<file path="config.mk">
export PLATFORM = sky130hd
export DESIGN_NAME = page_select_decoder
export DESIGN_NICKNAME = d
export VERILOG_FILES = /design/src/rtl/pgdec_pkg.sv /design/src/rtl/addr_hold_reg.sv /design/src/rtl/onehot_dec.sv /design/src/rtl/latched_bank.sv /design/src/rtl/page_select_decoder.sv
export SDC_FILE = /design/constraint.sdc
export NUM_CORES = 1
export LEC_CHECK = 0
export BUFFER_PORTS_ARGS = -buffer_cell sky130_fd_sc_hd__buf_4
export CORE_AREA = 5 5 42 44
export CTS_BUF_LIST = sky130_fd_sc_hd__clkbuf_4
export CTS_CLUSTER_DIAMETER = 150
export DETAILED_ROUTE_END_ITERATION = 10
export DIE_AREA = 0 0 47 49
export PLACE_DENSITY = 0.72
export SYNTH_ARGS = -nofsm -noshare
export SYNTH_HDL_FRONTEND = slang
export SYNTH_SLANG_ARGS = --single-unit
export TNS_END_PERCENT = 10
</file>
<file path="constraint.sdc">
create_clock -name clk -period 1.1 [get_ports clk]
set_input_delay 0.055 -clock clk [delete_from_list [all_inputs] [get_ports clk]]
set_output_delay 0.055 -clock clk [all_outputs]
set_load 0.02 [all_outputs]
</file>
<file path="src/rtl/pgdec_pkg.sv">
package pgdec_pkg;
  localparam int unsigned DEF_BANK_ADDR_W = 4;
  localparam int unsigned DEF_BANK_CNT_W  = 1;
  localparam int unsigned DEF_PAGE_LSB    = 8;
endpackage

</file>
<file path="src/rtl/addr_hold_reg.sv">
module addr_hold_reg #(
  parameter int unsigned W = 4
) (
  input  logic         clk,
  input  logic         rst,
  input  logic         load,
  input  logic [W-1:0] d,
  output logic [W-1:0] q
);
  always_ff @(posedge clk) begin
    if (rst)       q <= '0;
    else if (load) q <= d;
  end
endmodule

</file>
<file path="src/rtl/onehot_dec.sv">
module onehot_dec #(
  parameter int unsigned IN_W = 4,
  localparam int unsigned OUT_N = 1 << IN_W
) (
  input  logic [IN_W-1:0]  code,
  input  logic             kill,
  output logic [OUT_N-1:0] lines
);
  for (genvar i = 0; i < OUT_N; i++) begin : g_line
    assign lines[i] = !kill && (code == IN_W'(i));
  end
endmodule

</file>
<file path="src/rtl/latched_bank.sv">
module latched_bank #(
  parameter int unsigned AW = 4,
  localparam int unsigned N = 1 << AW
) (
  input  logic          clk,
  input  logic          rst,
  input  logic          hold_en,
  input  logic          disable_i,
  input  logic [AW-1:0] addr,
  output logic [N-1:0]  sel
);
  logic [AW-1:0] held;

  addr_hold_reg #(.W(AW)) u_hold (
    .clk(clk), .rst(rst), .load(hold_en), .d(addr), .q(held)
  );

  onehot_dec #(.IN_W(AW)) u_dec (
    .code(held), .kill(disable_i), .lines(sel)
  );
endmodule

</file>
<file path="src/rtl/page_select_decoder.sv">
module page_select_decoder
  import pgdec_pkg::*;
#(
  parameter int unsigned BANK_ADDR_W = DEF_BANK_ADDR_W,
  parameter int unsigned BANK_CNT_W  = DEF_BANK_CNT_W,
  parameter int unsigned PAGE_LSB    = DEF_PAGE_LSB,
  localparam int unsigned BUS_W      = PAGE_LSB + BANK_ADDR_W + BANK_CNT_W,
  localparam int unsigned PER_BANK   = 1 << BANK_ADDR_W,
  localparam int unsigned BANKS      = 1 << BANK_CNT_W,
  localparam int unsigned PAGES      = PER_BANK * BANKS
) (
  input  logic                      clk,
  input  logic                      rst,
  input  logic                      hold_en,
  input  logic                      sel_n,
  input  logic [BUS_W-1:PAGE_LSB]   bus_addr_hi,
  output logic [PAGES-1:0]          page_sel
);
  logic [BANK_ADDR_W-1:0] page_field;
  logic [BANK_CNT_W-1:0]  bank_field;

  assign page_field = bus_addr_hi[PAGE_LSB+BANK_ADDR_W-1:PAGE_LSB];
  assign bank_field = bus_addr_hi[BUS_W-1:PAGE_LSB+BANK_ADDR_W];

  for (genvar b = 0; b < BANKS; b++) begin : g_bank
    logic bank_off;
    // bank 0 sees the bank bit directly, bank 1 its inverse
    assign bank_off = sel_n || (bank_field != BANK_CNT_W'(b));

    latched_bank #(.AW(BANK_ADDR_W)) u_bank (
      .clk(clk), .rst(rst), .hold_en(hold_en), .disable_i(bank_off),
      .addr(page_field), .sel(page_sel[b*PER_BANK +: PER_BANK])
    );
  end
endmodule

</file>
==> implementation parameters <==
Parameter                              Value

Die
  Row count    14
  Die area    between 2000 and 2500 um^2
  Area of the core    1400 um^2
  Initial cell density of the core    27.7%
  Die width    between 40 and 50 um
  Boundary pin count    41
  Die extent in y    around 50 um

Final layout
  Fillers    about 110
  Signed area change from the synthesized netlist to the final layout    174%
  Number of flip-flops under the largest register name    4
  Antenna diode instance count    0
  Reg with most FFs    g_bank.u_bank.u_hold.q
  Fraction of layout cells with a size suffix above 1    roughly 77%
  Net count of the finished layout    between 100 and 150
  Biggest registers after layout    g_bank.u_bank.u_hold.q (4)

Yosys
  Number of nets in the synthesized netlist    69
  Synthesized-area fraction occupied by xor and xnor cells    0%
  Largest cells by area after synthesis    nor2_1 (35%), dfxtp_1 (21%), or4b_4 (11%)
  Total of flip-flops plus latches after synthesis    4
  Dominant combinational cell family by area after synthesis    simple AND/OR/NAND/NOR gates
  Top cell types by occurrence after synthesis    nor2_1 (36), clkbuf_1 (4), dfxtp_1 (4), mux2i_1 (4)
  Async SR Flop Fraction    0%
  Cell type with the highest aggregate area in the netlist    nor2_1
  Arithmetic-cell share of the synthesized area counting full adders, half adders and majority gates    0%
  Synthesized-area fraction occupied by ao, oa, aoi and oai cells    0%
  Post-synth EDFFs    0
  Fraction of post-synthesis cell area in the top cell type by area    between 30% and 40%
  Post-synth cell types    11
  Share of the yosys chip area belonging to registers    roughly 21%
  Syn Std Cell Area    around 390 um^2
  Number of warning messages in the yosys log    0
  Top flip-flop cell by instance count after synthesis    dfxtp_1
  Syn Area/Cell    roughly 6.5 um^2
  Fraction of synthesized area in multiplexers    a little over 10%
  Number of standard cells after synthesis    60
  Synth Area in Simple Gates    between 60% and 70%
  Most common cell in the synthesized netlist    nor2_1

Global routing
  Pin count of the biggest net entering global routing    9
  All-layer global routing usage    between 10% and 20%
  Initial antenna violation count    0
  Global-route congestion overflow total    0
  Via count of the first global-routing pass    roughly 570
  Global-route wire length before repair    about 2.7 mm

Routing
  Total iterations of the first detailed-routing run    3
  Post-detailed-routing wire length    1.67 mm
  Routed vias/inst    around 4.7
  Violation count after the first detailed-route iteration    5
  Routed length per placed instance    ~13 um
  Number of nets still failing antenna checks after routing    0
  Detailed-route DRC error count    0
  Vias after detailed routing    593

STA
  Maximum achievable frequency    682 MHz
  Unrepaired setup endpoints after global routing    true
  Setup clock skew after layout    0 ns
  Worst slew margin relative to its limit    around 82%
  Post-layout minimum cycle time    approximately 1.5 ns
  Setup Viol. Count Final    32
  Transition time at the pin with the least slew margin    roughly 0.27 ns
  Number of max-slew violations in the final report    0
  Setup slack after layout    -0.365 ns
  Period utilization    133%
  Final hold violations    0

Run status
  Violations in the final reports    negative setup slack
  Outcome    finished, violations left

Job
  Number of max-cap violations    0

Power
  IR drop worst, VDD    roughly 0.83 mV
  Leak    around 0.44 nW
  Design Power    between 500 and 600 uW
  Power density cells    562 nW/um^2

Clocking
  Latest clock arrival within the worst-skew pair    0.24 ns
  Clock buffers created by TritonCTS    3
  H-tree depth    1
  Number of clock sinks seen by CTS    4
  Clock Path Buffers    2
  CTS tree    built
  CTS clock-pin slew for the worst setup and hold paths    ~0.040 ns
  CTS root buffer    clkbuf_4

Worst setup path
  Crit-path max FO    6
  Critical path class    register to output port
  Data required, critical path    1.04 ns
  Arrival time at the worst endpoint    ~1.4 ns
  CP endpoint kind    output port
  Startpoint Class    register

Placed design
  IO buf count    40
  Dpl hpwl    between 1 and 1.5 mm
  Final estimated routing congestion in global placement    between 0.7 and 0.8
  Post-Place Worst Slack    -0.153 ns

Hold path
  Hold Crit Class    input pin to register
metrics by stage:
stage | hold WS [ns] | setup TNS (ns) | cells | area [um^2] | util (%)
final | 0.0514 | -8.70 | 126 | 1060 | 75.8
after global routing | 0.0605 | -10.69 | 126 | 1060 | 75.8
after CTS | 0.0437 | -9.29 | 126 | 1050 | 74.6
after detailed placement | 0.244 | -2.39 | 122 | 921 | 65.7
after global placement | 0.241 | -2.07 | 122 | 921 | 65.7
after floorplan | 0.120 | -1.50 | 60 | 542 | -
power breakdown:
group,total (mW),internal [mW],switching [mW]
Clock,0.185,0.122,0.0625
Combinational,0.248,0.116,0.132
Sequential,0.164,0.154,0.00976
Total,0.596,0.393,0.204
worst max-delay path, stage by stage, from the launching register on:
cell	delay [ns]
dfxtp_2	0.34
or4_4	0.60
nor2_4	0.11
buf_6	0.12
final cells by class:
type,count,area (um^2),share of cell area (%)
Sequential cell,4,85.1,8.01
Tap cell,16,20.0,1.88
Clock buffer,3,22.5,2.12
Multi-Input combinational cell,52,493,46.4
Timing Repair Buffer,51,442,41.6
layer usage:
layer,vias to the layer above,global-route usage [%],routed length (um)
li1,300,-,-
met1,257,16.5,611
met2,30,26.9,840
met3,6,2.58,147
met4,0,12.4,72
met5,-,0,0
final timing paths:
| check | cells past startpoint | to | slack [ns] | startpoint |
|---|---|---|---|---|
| setup / recovery | 3 | page_sel[0] | -0.37 | g_bank[0].u_bank.u_hold.q[0] |
| setup reg to reg | 3 | g_bank[0].u_bank.u_hold.q[3] | 0.31 | g_bank[0].u_bank.u_hold.q[3] |
| hold / removal | 3 | g_bank[0].u_bank.u_hold.q[0] | 0.05 | bus_addr_hi[8] |
| hold reg to reg | 3 | g_bank[0].u_bank.u_hold.q[1] | 0.61 | g_bank[0].u_bank.u_hold.q[1] |
layout by cell type, fill, tap and decap left out, drive strengths merged:
master,instances
nand2b,2
dfxtp,4
or4b,3
or4,1
buf,50
nand4bb,3
nand2,1
or2,1
dlygate4sd3,1
mux2i,4
nand4b,1
nor2,36
clkbuf,3
logic make-up (layout without fill, tap and decap cells):
family | Yosys count | after routing
buf+inv | 4 | 54
mux | 4 | 4
simple gates | 48 | 48
flops | 4 | 4
repair_timing:
action / CTS / global route
gates resized for setup: 21 / 3
setup endpoints to repair: 32 / 32
hold buffers: 1 / 0
buffers inserted: 0 / 0
pin swaps: 4 / 1
hold endpoints to repair: 4 / 0
Power figures use the tool's default switching activity.
